**src/rtl/cfg_store_pkg.sv**
```systemverilog
package cfg_store_pkg;
  typedef enum logic [2:0] {
    CMD_NOP    = 3'd0,
    CMD_PROG   = 3'd1,
    CMD_VERIFY = 3'd2,
    CMD_ARCH   = 3'd3,
    CMD_SIGW   = 3'd4,
    CMD_SIGR   = 3'd5,
    CMD_LOCK   = 3'd6,
    CMD_ERASE  = 3'd7
  } cmd_e;
endpackage

```
**src/rtl/cfg_seq.sv**
```systemverilog
module cfg_seq
  import cfg_store_pkg::*;
#(
  parameter int ADDR_W   = 4,
  parameter int DATA_W   = 16,
  parameter int BUSY_CYC = 3
) (
  input  logic              clk_i,
  input  logic              rst_ni,
  input  logic              cmd_valid_i,
  input  logic [2:0]        cmd_i,
  input  logic [ADDR_W-1:0] addr_i,
  input  logic [DATA_W-1:0] data_i,
  output logic              busy_o,
  output logic              done_o,
  output logic              exec_o,
  output cmd_e              cmd_o,
  output logic [ADDR_W-1:0] addr_o,
  output logic [DATA_W-1:0] data_o
);
  localparam int CNT_W = (BUSY_CYC > 1) ? $clog2(BUSY_CYC) : 1;

  logic             busy_q, done_q;
  logic [CNT_W-1:0] cnt_q;
  logic             accept;

  assign accept = cmd_valid_i && !busy_q;
  assign exec_o = busy_q && (cnt_q == '0);

  always_ff @(posedge clk_i or negedge rst_ni) begin
    if (!rst_ni) begin
      busy_q <= 1'b0;
      done_q <= 1'b0;
      cnt_q  <= '0;
      cmd_o  <= CMD_NOP;
      addr_o <= '0;
      data_o <= '0;
    end else begin
      done_q <= exec_o;
      if (accept) begin
        busy_q <= 1'b1;
        cnt_q  <= CNT_W'(BUSY_CYC - 1);
        cmd_o  <= cmd_e'(cmd_i);
        addr_o <= addr_i;
        data_o <= data_i;
      end else if (busy_q) begin
        if (cnt_q == '0) busy_q <= 1'b0;
        else             cnt_q  <= cnt_q - 1'b1;
      end
    end
  end

  assign busy_o = busy_q;
  assign done_o = done_q;


  done_one_chk: assert property (@(posedge clk_i) disable iff (!rst_ni)
    done_q |=> !done_q);

  busy_done_excl_chk: assert property (@(posedge clk_i) disable iff (!rst_ni)
    !(busy_q && done_q));

  done_after_busy_chk: assert property (@(posedge clk_i) disable iff (!rst_ni)
    $fell(busy_q) |-> done_q);
endmodule

```
**src/rtl/cfg_cells.sv**
```systemverilog
module cfg_cells
  import cfg_store_pkg::*;
#(
  parameter int ADDR_W    = 4,
  parameter int DATA_W    = 16,
  parameter int SIG_BYTES = 8,
  localparam int DEPTH    = 2 ** ADDR_W,
  localparam int SIDX_W   = $clog2(SIG_BYTES)
) (
  input  logic                                 clk_i,
  input  logic                                 rst_ni,
  input  logic                                 exec_i,
  input  cmd_e                                 cmd_i,
  input  logic [ADDR_W-1:0]                    addr_i,
  input  logic [DATA_W-1:0]                    data_i,
  output logic [DEPTH-1:0][DATA_W-1:0]         mem_o,
  output logic [DATA_W-1:0]                    arch_o,
  output logic [SIG_BYTES-1:0][7:0]            sig_o,
  output logic                                 lock_o,
  output logic [DATA_W-1:0]                    rdata_o,
  output logic                                 err_o
);
  logic [DEPTH-1:0][DATA_W-1:0] mem_q;
  logic [DATA_W-1:0]            arch_q;
  logic [SIG_BYTES-1:0][7:0]    sig_q;
  logic                         open_q;  // erased security cell = 1
  logic [DATA_W-1:0]            rdata_q;
  logic                         err_q;
  logic [SIDX_W-1:0]            sidx;

  assign sidx = addr_i[SIDX_W-1:0];

  always_ff @(posedge clk_i or negedge rst_ni) begin
    if (!rst_ni) begin
      mem_q   <= '1;
      arch_q  <= '1;
      sig_q   <= '1;
      open_q  <= 1'b1;
      rdata_q <= '0;
      err_q   <= 1'b0;
    end else if (exec_i) begin
      rdata_q <= '0;
      err_q   <= 1'b0;
      unique case (cmd_i)
        CMD_PROG:   if (!open_q) err_q <= 1'b1;
                    else mem_q[addr_i] <= mem_q[addr_i] & data_i;
        CMD_VERIFY: if (!open_q) err_q <= 1'b1;
                    else rdata_q <= mem_q[addr_i];
        CMD_ARCH:   if (!open_q) err_q <= 1'b1;
                    else arch_q <= arch_q & data_i;
        CMD_SIGW:   sig_q[sidx] <= sig_q[sidx] & data_i[7:0];
        CMD_SIGR:   rdata_q <= DATA_W'(sig_q[sidx]);
        CMD_LOCK:   open_q <= 1'b0;
        CMD_ERASE: begin
          mem_q  <= '1;
          arch_q <= '1;
          sig_q  <= '1;
          open_q <= 1'b1;
        end
        default: ;
      endcase
    end
  end

  assign mem_o   = mem_q;
  assign arch_o  = arch_q;
  assign sig_o   = sig_q;
  assign lock_o  = !open_q;
  assign rdata_o = rdata_q;
  assign err_o   = err_q;

  logic [DEPTH*DATA_W-1:0] mem_flat;
  logic [SIG_BYTES*8-1:0]  sig_flat;
  logic                    erasing;
  assign mem_flat = mem_q;
  assign sig_flat = sig_q;
  assign erasing  = exec_i && (cmd_i == CMD_ERASE);


  bits_clear_only_chk: assert property (@(posedge clk_i) disable iff (!rst_ni)
    !erasing |=> ((mem_flat & ~$past(mem_flat)) == '0) &&
                 ((sig_flat & ~$past(sig_flat)) == '0) &&
                 ((arch_q & ~$past(arch_q)) == '0));

  locked_frozen_chk: assert property (@(posedge clk_i) disable iff (!rst_ni)
    (!open_q && !erasing) |=> $stable(mem_flat) && $stable(arch_q));

  locked_read_zero_chk: assert property (@(posedge clk_i) disable iff (!rst_ni)
    (exec_i && !open_q && cmd_i == CMD_VERIFY) |=> (rdata_q == '0) && err_q);

  unlock_by_erase_chk: assert property (@(posedge clk_i) disable iff (!rst_ni)
    $rose(open_q) |-> $past(erasing));
endmodule

```
**src/rtl/cfg_csum.sv**
```systemverilog
module cfg_csum #(
  parameter int DATA_W    = 16,
  parameter int DEPTH     = 16,
  parameter int SIG_BYTES = 8,
  parameter int CSUM_W    = 16
) (
  input  logic [DEPTH-1:0][DATA_W-1:0] mem_i,
  input  logic [DATA_W-1:0]            arch_i,
  input  logic [SIG_BYTES-1:0][7:0]    sig_i,
  output logic [CSUM_W-1:0]            sum_o
);
  always_comb begin
    sum_o = '0;
    for (int i = 0; i < DEPTH; i++) sum_o = sum_o + CSUM_W'(mem_i[i]);
    sum_o = sum_o + CSUM_W'(arch_i);
    for (int j = 0; j < SIG_BYTES; j++) sum_o = sum_o + CSUM_W'(sig_i[j]);
  end
endmodule

```
**src/rtl/cfg_store.sv**
```systemverilog
module cfg_store
  import cfg_store_pkg::*;
#(
  parameter int ADDR_W    = 4,
  parameter int DATA_W    = 16,
  parameter int SIG_BYTES = 8,
  parameter int CSUM_W    = 16,
  parameter int BUSY_CYC  = 3
) (
  input  logic              clk_i,
  input  logic              rst_ni,
  input  logic              cmd_valid_i,
  input  logic [2:0]        cmd_i,
  input  logic [ADDR_W-1:0] addr_i,
  input  logic [DATA_W-1:0] data_i,
  output logic              busy_o,
  output logic              done_o,
  output logic [DATA_W-1:0] rdata_o,
  output logic              err_o,
  output logic              lock_o,
  output logic [DATA_W-1:0] arch_o,
  output logic [CSUM_W-1:0] checksum_o
);
  localparam int DEPTH = 2 ** ADDR_W;

  logic                         exec;
  cmd_e                         cmd_q;
  logic [ADDR_W-1:0]            addr_q;
  logic [DATA_W-1:0]            data_q;
  logic [DEPTH-1:0][DATA_W-1:0] mem;
  logic [SIG_BYTES-1:0][7:0]    sig;

  cfg_seq #(.ADDR_W(ADDR_W), .DATA_W(DATA_W), .BUSY_CYC(BUSY_CYC)) u_seq (
    .clk_i, .rst_ni, .cmd_valid_i, .cmd_i, .addr_i, .data_i,
    .busy_o, .done_o, .exec_o(exec), .cmd_o(cmd_q), .addr_o(addr_q),
    .data_o(data_q)
  );

  cfg_cells #(.ADDR_W(ADDR_W), .DATA_W(DATA_W), .SIG_BYTES(SIG_BYTES)) u_cells (
    .clk_i, .rst_ni, .exec_i(exec), .cmd_i(cmd_q), .addr_i(addr_q),
    .data_i(data_q), .mem_o(mem), .arch_o, .sig_o(sig), .lock_o,
    .rdata_o, .err_o
  );

  cfg_csum #(.DATA_W(DATA_W), .DEPTH(DEPTH), .SIG_BYTES(SIG_BYTES),
             .CSUM_W(CSUM_W)) u_csum (
    .mem_i(mem), .arch_i(arch_o), .sig_i(sig), .sum_o(checksum_o)
  );


  lock_err_chk: assert property (@(posedge clk_i) disable iff (!rst_ni)
    (done_o && err_o) |-> lock_o);
endmodule

```
**config.mk**
```make
export PLATFORM = sky130hd
export DESIGN_NAME = cfg_store
export DESIGN_NICKNAME = d
export VERILOG_FILES = /design/src/rtl/cfg_store_pkg.sv /design/src/rtl/cfg_seq.sv /design/src/rtl/cfg_cells.sv /design/src/rtl/cfg_csum.sv /design/src/rtl/cfg_store.sv
export SDC_FILE = /design/constraint.sdc
export NUM_CORES = 1
export LEC_CHECK = 0
export ABC_AREA = 1
export CAP_MARGIN = 20
export CORE_MARGIN = 2
export CORE_UTILIZATION = 40
export DETAILED_ROUTE_END_ITERATION = 12
export PLACE_DENSITY = 0.57
export SYNTH_ARGS = -nofsm -noshare
export SYNTH_HDL_FRONTEND = slang
export SYNTH_SLANG_ARGS = --single-unit
```
**constraint.sdc**
```tcl
create_clock -name clk_i -period 19.6 [get_ports clk_i]
set_input_delay 3.92 -clock clk_i [delete_from_list [all_inputs] [get_ports clk_i]]
set_output_delay 3.92 -clock clk_i [all_outputs]
set_load 0.01 [all_outputs]
```
# After elaboration in Yosys (flattened, before gate mapping)
# Cells that the tools add are included.
# word_totals
wordCells,120
in_bits,26
reg_bits,381
# op_classes
n_addsub,25
bitwise_logic,3
n_reduce_logical,18
order_cmp,4
n_eq_ne,10
muxes,26
# ops
cell,count
256-bit one-hot mux with 2 select lines,1
16-bit adder,16
256-bit bitwise mux,1
256-bit 2-to-1 mux,1
16-bit by 8-bit adder with 16-bit output,8
64-bit one-hot mux with 2 select lines,1
16-bit binary-select mux with 4-bit select,1
64-bit bitwise mux,1
16-bit demux with 4-bit select,1
16-bit 2-to-1 mux,4
16-bit one-hot mux with 2 select lines,2
16-bit AND,2
8-bit binary-select mux with 3-bit select,1
8-bit demux with 3-bit select,1
8-bit 2-to-1 mux,2
3-bit equality test (second input constant),4
2-bit nonzero test,5
8-bit AND,1
3-bit by 2-bit equality test with 1-bit output (second input constant),2
2-bit 2-to-1 mux,3
2-bit by 1-bit != test with 1-bit output (second input constant),3
2-bit AND reduction,3
3-bit AND reduction,2
4-bit by 5-bit less-than comparator with 1-bit output (second input constant),1
other kinds (11),19

# Depth between registers and ports, before layout
# Gate-level depths: netlist of the first run.
# depth
ltp_word,24
mapped_depth,30
ltp_nobuf,30

# Cells and area by module
# From an unflattened synthesis of the first run, not the netlist that was laid out.
# hier_totals
hier_cells,3096
area_unflattened_um2,26763.2
# modules_own_cells
module,seq_area_each_um2,cells_each,instances,area_per_inst_um2
cfg_cells,9280.2,2085,1,17260.3
cfg_csum,0.0,891,1,8405.6
cfg_seq,675.6,120,1,1097.3

# Worst setup path before layout of the first run
# Ideal clock, no wire load.
# synth_path
kind,register to output
start,"register u_cells.mem_q, in the netlist u_cells.mem_o[186]"
end,output checksum_o[15]
arrival_time_ns,5.439
stages_incl_launch_ff,24
path_slack_ns,10.241
required_time_ns,15.680
cell_sequence,dfstp_2 -> inv_1 -> fa_1 -> inv_1 -> fa_1 -> inv_1 -> fa_1 -> inv_1 -> fa_1 -> inv_1 -> fa_1 -> inv_1 -> fa_1 -> inv_1 -> fa_1 -> inv_1 -> ha_1 -> nand2_1 -> or3_1 -> nor2_1 -> nor2_1 -> inv_1 -> nand3_1 -> nand2_1
# synth_via
elab_chain_cells,14
# synth_lines
element,line,text
start: declaration,cfg_cells.sv:23,logic [DEPTH-1:0][DATA_W-1:0] mem_q;
start signal: indexed assignment,cfg_cells.sv:46,else mem_q[addr_i] <= mem_q[addr_i] & data_i;
16-bit adder (5 in series),cfg_csum.sv:14,for (int i = 0; i < DEPTH; i++) sum_o = sum_o + CSUM_W'(mem_i[i]);
16-bit adder,cfg_csum.sv:15,sum_o = sum_o + CSUM_W'(arch_i);
16-bit by 8-bit adder with 16-bit output (8 in series),cfg_csum.sv:16,for (int j = 0; j < SIG_BYTES; j++) sum_o = sum_o + CSUM_W'(sig_i[j]);
end: declaration,cfg_store.sv:22,output logic [CSUM_W-1:0] checksum_o
# Every way passes these cells.

# Final worst setup path of the first run
# layout_path
start,"register u_cells.sig_q, in the netlist u_cells.sig_o[27]"
end,output checksum_o[12]
# layout_via
elab_chain_cells,5
# layout_lines
element,line,text
start: declaration,cfg_cells.sv:25,logic [SIG_BYTES-1:0][7:0] sig_q;
start signal: indexed assignment,cfg_cells.sv:51,CMD_SIGW: sig_q[sidx] <= sig_q[sidx] & data_i[7:0];
16-bit by 8-bit adder with 16-bit output (5 in series),cfg_csum.sv:16,
# Every way passes these cells.

==> run_results.csv, run 1 <==
group,metric,value,unit
clock_network,clock_sinks,381,
yosys,synthCells,2624,
yosys,synth_nets,2970,
grt,overflow,0,
grt,grt_pass1_wl,121000,um
cells_and_area,syn_to_final_growth,11.8,%
cells_and_area,post_route_cells_drive_above_1_share,19.4,%
routing,drc_errors,0,
run,maxCapViolCount,0,
grt,antenna_found_initial,0,
grt,grt_start_max_net_pins,164,
yosys,synth-simple-area-share,12.2,%
clock_network,cts_tree,"built",
setup_path,r2r_end,"u_cells.sig_o[48]",
grt,grtUsageTotal,24.9,%
routing,drtIter0Drc,1564,
yosys,ys_ff_latch,381,
min_path,min_path_type,"reg2reg",
grt,top_usage_layer,"met2",
clock_network,path_clk_slew,0.06,ns
yosys,synth_mux_area_share,0.716,%
clock_network,cts_setup_buffers,0,
routing,vias,19092,
yosys,netlist_area,25200,sq um
setup_path,r2r_slack,15.43,ns
clock_network,cts-hold-fix-buffers,0,
die,core-area,61900,sq um
grt,grt_pass1_vias,19981,
timing,setup_tns,0,ns
clock_network,insertion_delay,0.58,ns
timing,slew_headroom,19.1,%
die,ios,78,
cells_and_area,finalNonFillerCells,3542,
yosys,synth_top_flop_cell,"dfstp_2",
yosys,yosysWarnings,0,
routing,drt-total-wl,79000,um
timing,skew,0.0187,ns
timing,period_share,55.4,%
placed_design,dp_hpwl,55900,um
setup_path,rr_worst_depth,10,
placed_design,port_buffers,77,
timing,worstMarginPinSlew,1.21,ns
die,die-area,64900,sq um
yosys,synth_edf_count,0,
grt,globalRouteMet3Util,3.23,%
setup_path,worstSetupEndpointType,"output pin",
clock_network,clockBufferDepth,3,
setup_path,crit_arrival,6.93,ns
placed_design,place_congestion,0.893,
routing,antenna_left,0,
clock_network,cts_root_buffer,"clkbuf_16",
timing,setup_violations,0,
setup_path,r2r-start,"u_seq.cnt_q[0]",
timing,period_needed,10.85,ns
placed_design,dp.cells,3462,
grt,use_met2,42.0,%
yosys,yosysSeqAreaShare,39.6,%
routing,wl_per_cell,22.3,um
clock_network,h-tree-depth,2,
min_path,min_from,"u_cells.rdata_o[15]",
timing,maxSlewViolCount,0,
die,rows,91,
outcome,status,"finished clean",
yosys,syn_avg_cell_area,9.59,sq um
setup_path,critical_path_class,"reg2out",
clock_network,cts-buffers-inserted,43,
yosys,synth_compound_area_share,13.8,%
grt,met1_usage,32.6,%
die,die_height,255,um
yosys,synth_cell_types,52,
die,initial_utilization,40.6,%
yosys,synth_top_family_by_area,"adder cells",
cells_and_area,diodes,0,
routing,vias_per_cell,5.39,
yosys,synth-adder-area-share,24.1,%
timing,grt_setup_unrepaired,"false",
yosys,synth_xor_area_share,0.592,%
cells_and_area,nFillCells,5952,
timing,clock.fmax,92.2,MHz
cells_and_area,fin_nets,3018,
min_path,min_path_cells,2,
setup_path,cp_max_fo,3,
setup_path,critPathLaunchType,"flop",
die,die_w,255,um
yosys,ys_async_sr_fraction,100,%
timing,hold_violations,0,
clock_network,cts.repair.resized,0,
routing,first_pass_iters,6,
min_path,holdPathEnd,"u_cells.rdata_o[15]",
setup_path,crit_required,15.68,ns
## through the flow
step,hold WS (ns),util (%),cell area (sq um),setup slack [ns]
6_report,0.483,45.4,28100,8.75
5_1_grt,0.505,45.4,28100,8.44
4_1_cts,0.486,45.4,28100,8.70
3_5_place_dp,0.464,43.1,26700,9.33
3_3_place_gp,0.465,43.1,26700,9.33
2_1_floorplan,0.478,-,25200,10.24
## cells in the mapped netlist (8+ instances only)
cell type / number / area share, %
inv_1: 430 / 6.4
nand2_1: 339 / 5.1
dfstp_2: 337 / 35
nor2_1: 327 / 4.9
a21oi_1: 319 / 6.3
fa_1: 274 / 22
a22oi_1: 129 / 3.8
o21ai_0: 58 / 1.2
buf_2: 54 / 1.1
ha_1: 46 / 2.3
dfrtp_1: 44 / 4.4
nand3_1: 31 / 0.62
o22ai_1: 31 / 0.77
inv_2: 29 / 0.43
clkbuf_1: 19 / 0.28
buf_4: 18 / 0.54
mux2_2: 16 / 0.72
o21ai_2: 14 / 0.49
xor2_1: 9 / 0.31
nor2_4: 8 / 0.36
xnor2_1: 8 / 0.28
## how the worst max path moves through the flow
stage                  startpoint             end  slack (ns)  cells after the start
3_5_place_dp    u_cells.mem_o[98]  checksum_o[12]        9.33                     19
2_1_floorplan  u_cells.mem_o[186]  checksum_o[15]       10.24                     23
5_1_grt         u_cells.mem_o[98]  checksum_o[12]        8.44                     19
4_1_cts         u_cells.mem_o[98]  checksum_o[12]        8.70                     19
6_report        u_cells.sig_o[27]  checksum_o[12]        8.75                     18
3_3_place_gp    u_cells.mem_o[99]  checksum_o[12]        9.33                     20
## placed cells by master, fill, tap and decap left out, types with 7 or more instances in the layout
cell type / n
inv_1: 430
dfstp_2: 337
o21ai_0: 57
o221ai_1: 7
buf_4: 21
o21ai_2: 16
nand3_1: 31
inv_2: 28
ha_1: 46
nand2_2: 7
nor2_1: 324
nor2_4: 9
fa_1: 274
clkbuf_16: 44
xor2_1: 9
dfrtp_1: 44
clkbuf_1: 13
mux2_2: 16
nand2_1: 339
clkdlybuf4s50_1: 76
a21oi_1: 319
xnor2_1: 8
a22oi_1: 129
o22ai_1: 31
clkbuf_8: 14
## cell families after synthesis
| logic type | after synthesis |
|---|---|
| buffers and inverters | 558 |
| adder cells (fa/ha/maj) | 320 |
| AND/OR/NAND/NOR | 741 |
| flip-flops | 381 |
| AO/OA/AOI/OAI | 591 |
| XOR/XNOR | 17 |
| multiplexers | 16 |
## worst max-delay path: stages, from the launching register on
cell and delay, ns:
dfstp_2 0.53, inv_1 0.06, fa_1 0.54, inv_1 0.06, fa_1 0.56, fa_1 0.47
fa_1 0.60, fa_1 0.45, fa_1 0.50, inv_1 0.05, fa_1 0.49, inv_1 0.07
fa_1 0.40, a31oi_1 0.36, inv_1 0.12, a21oi_1 0.22, o21ai_0 0.13, xor2_1 0.19
clkdlybuf4s50_1 0.56
## sequential cells by signal (all words and copies together) (netlist names)
name / cells
u_seq.data_o: 16
u_seq.cmd_o: 3
u_seq.addr_o: 4
u_cells.mem_o: 256
u_cells.rdata_o: 16
u_seq.cnt_q: 2
u_cells.err_o: 1
u_seq.done_o: 1
u_cells.open_q: 1
u_seq.busy_o: 1
u_cells.sig_o: 64
u_cells.arch_o: 16
## per-layer routing
metal / up-vias / wire, um
met5: - / 0
met4: 0 / 3300
met3: 180 / 4870
met2: 707 / 38900
met1: 9757 / 31900
li1: 8448 / -
## final cells by class
cell class | count | area (sq um) | share of cell area, %
Clock buffer | 71 | 1340 | 4.77
Clock inverter | 7 | 75.1 | 0.267
Inverter | 460 | 1730 | 6.15
Multi-Input combinational cell | 1685 | 13000 | 46.2
Sequential cell | 381 | 9960 | 35.4
Tap cell | 837 | 1050 | 3.72
Timing Repair Buffer | 101 | 996 | 3.54
Power of run 1 is not shown: default switching activity piles up to over one toggle a cycle in this logic, so the estimate is an artifact.
==> run 2, diff against run 1 <==
--- a/config.mk
+++ b/config.mk
@@ -10,7 +10,7 @@
 export CORE_MARGIN = 2
 export CORE_UTILIZATION = 40
 export DETAILED_ROUTE_END_ITERATION = 12
-export PLACE_DENSITY = 0.57
+export PLACE_DENSITY = 0.59
 export SYNTH_ARGS = -nofsm -noshare
 export SYNTH_HDL_FRONTEND = slang
 export SYNTH_SLANG_ARGS = --single-unit
==> constraint.sdc (replaced) <==
create_clock -name clk_i -period 9.05 [get_ports clk_i]
set_input_delay 1.81 -clock clk_i [delete_from_list [all_inputs] [get_ports clk_i]]
set_output_delay 1.81 -clock clk_i [all_outputs]
set_load 0.01 [all_outputs]
==> run 2 against run 1 <==
  * Sequential cell count stayed put
  * Die area stayed put
  * Via count is 0.19% higher
  * Clock skew is 0.010 ns higher
  * Critical path type unchanged
  * Largest cell class unchanged
  * Highest routed layer unchanged
==> run_results.csv, run 2 (synthesis gave the netlist of run 1 again) <==
group,metric,value,unit
setup_path,crit_buf_inv,5,
die,die-area,64900,sq um
routing,antenna_left,0,
clock_network,cts-hold-fix-buffers,0,
routing,drtIter0Drc,1485,
clock_network,cts.repair.resized,0,
routing,drc_errors,0,
die,initial_utilization,40.6,%
setup_path,cpMaxStageDelayCell,"fa_1",
setup_path,crit_family,"adder cells",
cells_and_area,final_cell_mix,"inv_1, nand2_1, dfstp_2",
placed_design,place_congestion,0.882,
placed_design,port_buffers,77,
setup_path,path_common_cell,"fa_1",
setup_path,cp_max_fo,5,
cells_and_area,final_common_cell,"inv_1",
clock_network,cts-buffers-inserted,43,
clock_network,clock_sinks,381,
placed_design,dp.cells,3466,
grt,grt_pass1_vias,20021,
grt,grt_start_max_net_pins,143,
setup_path,worstSetupEndpointType,"output pin",
cells_and_area,postLayoutCoreUtil,45.5,%
clock_network,cts_setup_buffers,0,
timing,grt_setup_unrepaired,"false",
timing,skew,0.0287,ns
setup_path,crit_arrival,6.95,ns
timing,hold_violations,0,
routing,wl_met2,37800,um
timing,slew_headroom,20.9,%
routing,wl_met1,31500,um
clock_network,path_clk_slew,0.06,ns
grt,antenna_found_initial,0,
routing,top_layer_used,"met4",
cells_and_area,seqCellArea,9960,sq um
die,core-area,61900,sq um
clock_network,cts_root_buffer,"clkbuf_16",
timing,setup_violations,0,
timing,setup_tns,0,ns
timing,hold_slack,0.486,ns
routing,wl_per_cell,22.1,um
clock_network,h-tree-depth,2,
cells_and_area,nFillCells,5932,
outcome,status,"finished clean",
routing,vias_per_cell,5.39,
timing,period_needed,8.76,ns
setup_path,critPathLaunchType,"flop",
cells_and_area,fin_nets,3021,
die,die_w,255,um
cells_and_area,syn_to_final_growth,12.0,%
grt,grt_pass1_wl,120000,um
timing,clock.fmax,114,MHz
cells_and_area,diodes,0,
setup_path,crit_chain,"inv_1, fa_1, inv_1, fa_1, fa_1, fa_1, fa_1, fa_1, inv_1, fa_1, inv_1, ha_1, a21oi_1, o311a_1, nor2_1, nor2_1, nand2_1, nand2_1, clkdlybuf4s50_1",
setup_path,critical_path_class,"reg2out",
clock_network,cts_tree,"built",
timing,worstMarginPinSlew,1.18,ns
cells_and_area,multiInputGateArea,13000,sq um
cells_and_area,largest_reg_flops,256,
routing,wl_met3,5660,um
setup_path,crit_required,7.24,ns
timing,period_share,96.8,%
cells_and_area,finalNonFillerCells,3547,
grt,overflow,0,
routing,drt-total-wl,78400,um
cells_and_area,post_route_cells_drive_above_1_share,19.6,%
placed_design,dp_hpwl,55700,um
routing,vias,19129,
grt,grtUsageTotal,24.7,%
timing,maxSlewViolCount,0,
routing,first_pass_iters,6,
setup_path,cpPeakStageDelay,0.58,ns
die,die_height,255,um
run,maxCapViolCount,0,
clock_network,clockBufferDepth,3,
die,ios,78,
clock_network,insertion_delay,0.60,ns
min_path,min_path_type,"reg2reg",
die,rows,91,
[run 2: area by class of cell]
| class | instances | share of cell area [%] |
|---|---|---|
| clock buffers | 63 | 4.37 |
| well taps | 837 | 3.72 |
| multi-input cells | 1685 | 46.1 |
| inverters | 460 | 6.14 |
| clock inverters | 17 | 0.719 |
| repair buffers | 104 | 3.61 |
| flip-flops and latches | 381 | 35.3 |
[run 2: metrics by stage]
stage	setup slack [ns]	instance area, sq um
global placement	0.854	26700
detailed placement	0.882	26700
global route	0.00519	28200
CTS	0.243	28200
floorplan	1.80	25200
finish	0.286	28200
[run 2: final timing paths]
kind | from | to | slack (ns) | cells past startpoint
max | u_cells.sig_o[30] | checksum_o[15] | 0.29 | 19
min | u_cells.rdata_o[3] | u_cells.rdata_o[3] | 0.49 | 2
max reg2reg | u_seq.addr_o[0] | u_cells.mem_o[91] | 5.11 | 10
min reg2reg | u_cells.rdata_o[3] | u_cells.rdata_o[3] | 0.49 | 2
max in group asynchronous | rst_ni | u_seq.data_o[2] | 6.26 | 2
min in group asynchronous | rst_ni | u_cells.rdata_o[11] | 1.29 | 1
[run 2: worst reg2reg max path: stages (launching register included)]
cell and delay, ns:
dfrtp_1 0.48, nand2_1 0.10, buf_4 0.40, clkinv_2 0.67, buf_4 0.59, a22oi_1 0.25, o221ai_1 0.26, nand2_1 0.14
nand2_1 0.10, o21ai_2 0.66, a21oi_1 0.18
[run 2: routing by layer]
layer	vias up	GRT usage, %
met1	9735	32.3
met3	174	4.31
met2	770	40.4
met4	0	10.6
li1	8450	-
met5	-	0
Power of run 2 is left out for the same reason.
==> run 3, diff against run 2 <==
--- a/config.mk
+++ b/config.mk
@@ -7,10 +7,10 @@
 export LEC_CHECK = 0
 export ABC_AREA = 1
 export CAP_MARGIN = 20
-export CORE_MARGIN = 2
+export CORE_MARGIN = 4
 export CORE_UTILIZATION = 40
 export DETAILED_ROUTE_END_ITERATION = 12
-export PLACE_DENSITY = 0.59
+export PLACE_DENSITY = 0.57
 export SYNTH_ARGS = -nofsm -noshare
 export SYNTH_HDL_FRONTEND = slang
 export SYNTH_SLANG_ARGS = --single-unit
==> constraint.sdc (replaced) <==
create_clock -name clk_i -period 11.4 [get_ports clk_i]
set_input_delay 2.28 -clock clk_i [delete_from_list [all_inputs] [get_ports clk_i]]
set_output_delay 2.28 -clock clk_i [all_outputs]
set_load 0.01 [all_outputs]
==> run 3 against run 2 <==
  * Worst setup slack improved by 1.9 ns
  * First-iteration DRC count down 11%
  * Critical path depth up 1
  * Core utilization is essentially flat
  * Critical endpoint is now checksum_o[12]
  * Highest routed layer unchanged
==> run_results.csv, run 3 (synthesis gave the netlist of run 1 again) <==
group,metric,value,unit
grt,grt_pass1_vias,19897,
clock_network,cts-buffers-inserted,43,
setup_path,crit_arrival,6.92,ns
placed_design,place_congestion,0.903,
placed_design,port_buffers,77,
die,die_w,259,um
grt,grt_start_max_net_pins,179,
clock_network,path_clk_slew,0.06,ns
cells_and_area,fin_nets,3017,
setup_path,cp_max_fo,5,
timing,maxSlewViolCount,0,
die,core-area,61900,sq um
timing,skew,0.0216,ns
grt,overflow,0,
min_path,holdPathEnd,"u_cells.rdata_o[3]",
setup_path,cpMaxStageDelayCell,"fa_1",
timing,setup_tns,0,ns
timing,worstMarginPinSlew,1.15,ns
timing,period_share,80.7,%
routing,antenna_left,0,
setup_path,critical_path_class,"reg2out",
clock_network,cts_setup_buffers,0,
clock_network,cts_root_buffer,"clkbuf_16",
setup_path,path_common_cell,"fa_1",
cells_and_area,largest_reg_flops,256,
setup_path,rr_worst_depth,10,
timing,hold_violations,0,
cells_and_area,final_cell_mix,"inv_1, nand2_1, dfstp_2",
routing,drtIter0Drc,1327,
cells_and_area,diodes,0,
routing,vias,19039,
timing,grt_setup_unrepaired,"false",
cells_and_area,final_common_cell,"inv_1",
routing,drt-total-wl,78400,um
die,ios,78,
setup_path,worstSetupEndpointType,"output pin",
setup_path,r2r-start,"u_seq.cnt_q[0]",
timing,clock.fmax,109,MHz
grt,grt_pass1_wl,121000,um
clock_network,cts.repair.resized,0,
routing,drc_errors,0,
clock_network,insertion_delay,0.60,ns
placed_design,dp_hpwl,56000,um
routing,vias_per_cell,5.37,
setup_path,crit_required,9.12,ns
clock_network,cts_tree,"built",
die,die_height,259,um
clock_network,clockBufferDepth,3,
setup_path,crit_chain,"inv_1, fa_1, inv_1, fa_1, fa_1, fa_1, fa_1, fa_1, inv_1, fa_1, inv_1, ha_1, nand2_1, nand2_1, a31oi_1, inv_1, a21oi_1, o21ai_0, xor2_1, clkdlybuf4s50_1",
routing,wl_per_cell,22.1,um
setup_path,r2r_slack,7.25,ns
cells_and_area,post_route_cells_drive_above_1_share,19.7,%
grt,grtUsageTotal,23.6,%
clock_network,cts-hold-fix-buffers,0,
min_path,min_from,"u_cells.rdata_o[3]",
die,rows,91,
min_path,min_path_type,"reg2reg",
routing,first_pass_iters,6,
clock_network,h-tree-depth,2,
timing,slew_headroom,23.3,%
min_path,min_path_cells,2,
setup_path,r2r_end,"u_cells.sig_o[52]",
outcome,status,"finished clean",
timing,setup_violations,0,
clock_network,clock_sinks,381,
setup_path,cpPeakStageDelay,0.59,ns
setup_path,critPathLaunchType,"flop",
run,maxCapViolCount,0,
cells_and_area,syn_to_final_growth,11.9,%
die,die-area,67000,sq um
die,initial_utilization,40.6,%
timing,period_needed,9.20,ns
grt,antenna_found_initial,0,
[run 3: cell types whose count changed in the layout (fill, tap and decap cells not counted)]
cell,change
clkbuf_1,-7
clkbuf_16,-1
clkinvlp_4,+1
buf_6,-2
clkinv_2,+3
clkinv_8,-1
clkinv_1,+1
clkinv_4,+1
buf_4,-3
buf_8,+1
bufinv_16,+1
inv_6,+2
[run 3: final cells by class]
class	count	area, sq um
clock buffer	55	1180
clock inverter	25	269
fill	5960	33800
inverter	460	1730
multi-input combinational	1685	13000
sequential	381	9960
tap	837	1050
timing repair buffer	100	988
[run 3: worst max path at each step]
stage | from | endpoint | slack (ns) | cells past startpoint
global placement | u_cells.mem_o[99] | checksum_o[12] | 2.75 | 20
finish | u_cells.sig_o[29] | checksum_o[12] | 2.20 | 20
CTS | u_cells.sig_o[27] | checksum_o[12] | 2.15 | 18
floorplan | u_cells.mem_o[186] | checksum_o[15] | 3.68 | 23
global route | u_cells.mem_o[99] | checksum_o[12] | 1.82 | 22
detailed placement | u_cells.sig_o[29] | checksum_o[12] | 2.79 | 20
[run 3: per-stage QoR]
step	hold slack (ns)	area (sq um)	utilization [%]	std cells	worst slack, ns
floorplan	0.478	25200	-	2624	3.68
global placement	0.466	26700	43.1	3461	2.75
detailed placement	0.466	26700	43.1	3461	2.79
CTS	0.483	28100	45.4	3541	2.15
global route	0.500	28200	45.5	3543	1.82
finish	0.487	28200	45.5	3543	2.20
[run 3: metal layers]
| metal | up-vias | routed length, um | track usage (%) |
|---|---|---|---|
| met5 | - | 0 | 0 |
| met4 | 0 | 2940 | 8.70 |
| met2 | 631 | 38600 | 39.5 |
| met3 | 158 | 4670 | 3.31 |
| met1 | 9810 | 32200 | 31.5 |
| li1 | 8440 | - | - |
[run 3: worst max-delay path, delay by kind of cell (launching register included)]
family / cells / cell delay, ns
flops: 1 / 0.53
compound gates: 3 / 0.68
fa+ha+maj: 8 / 3.91
buf+inv: 6 / 0.92
simple gates: 2 / 0.12
xor+xnor: 1 / 0.18
Power of run 3 is left out for the same reason.
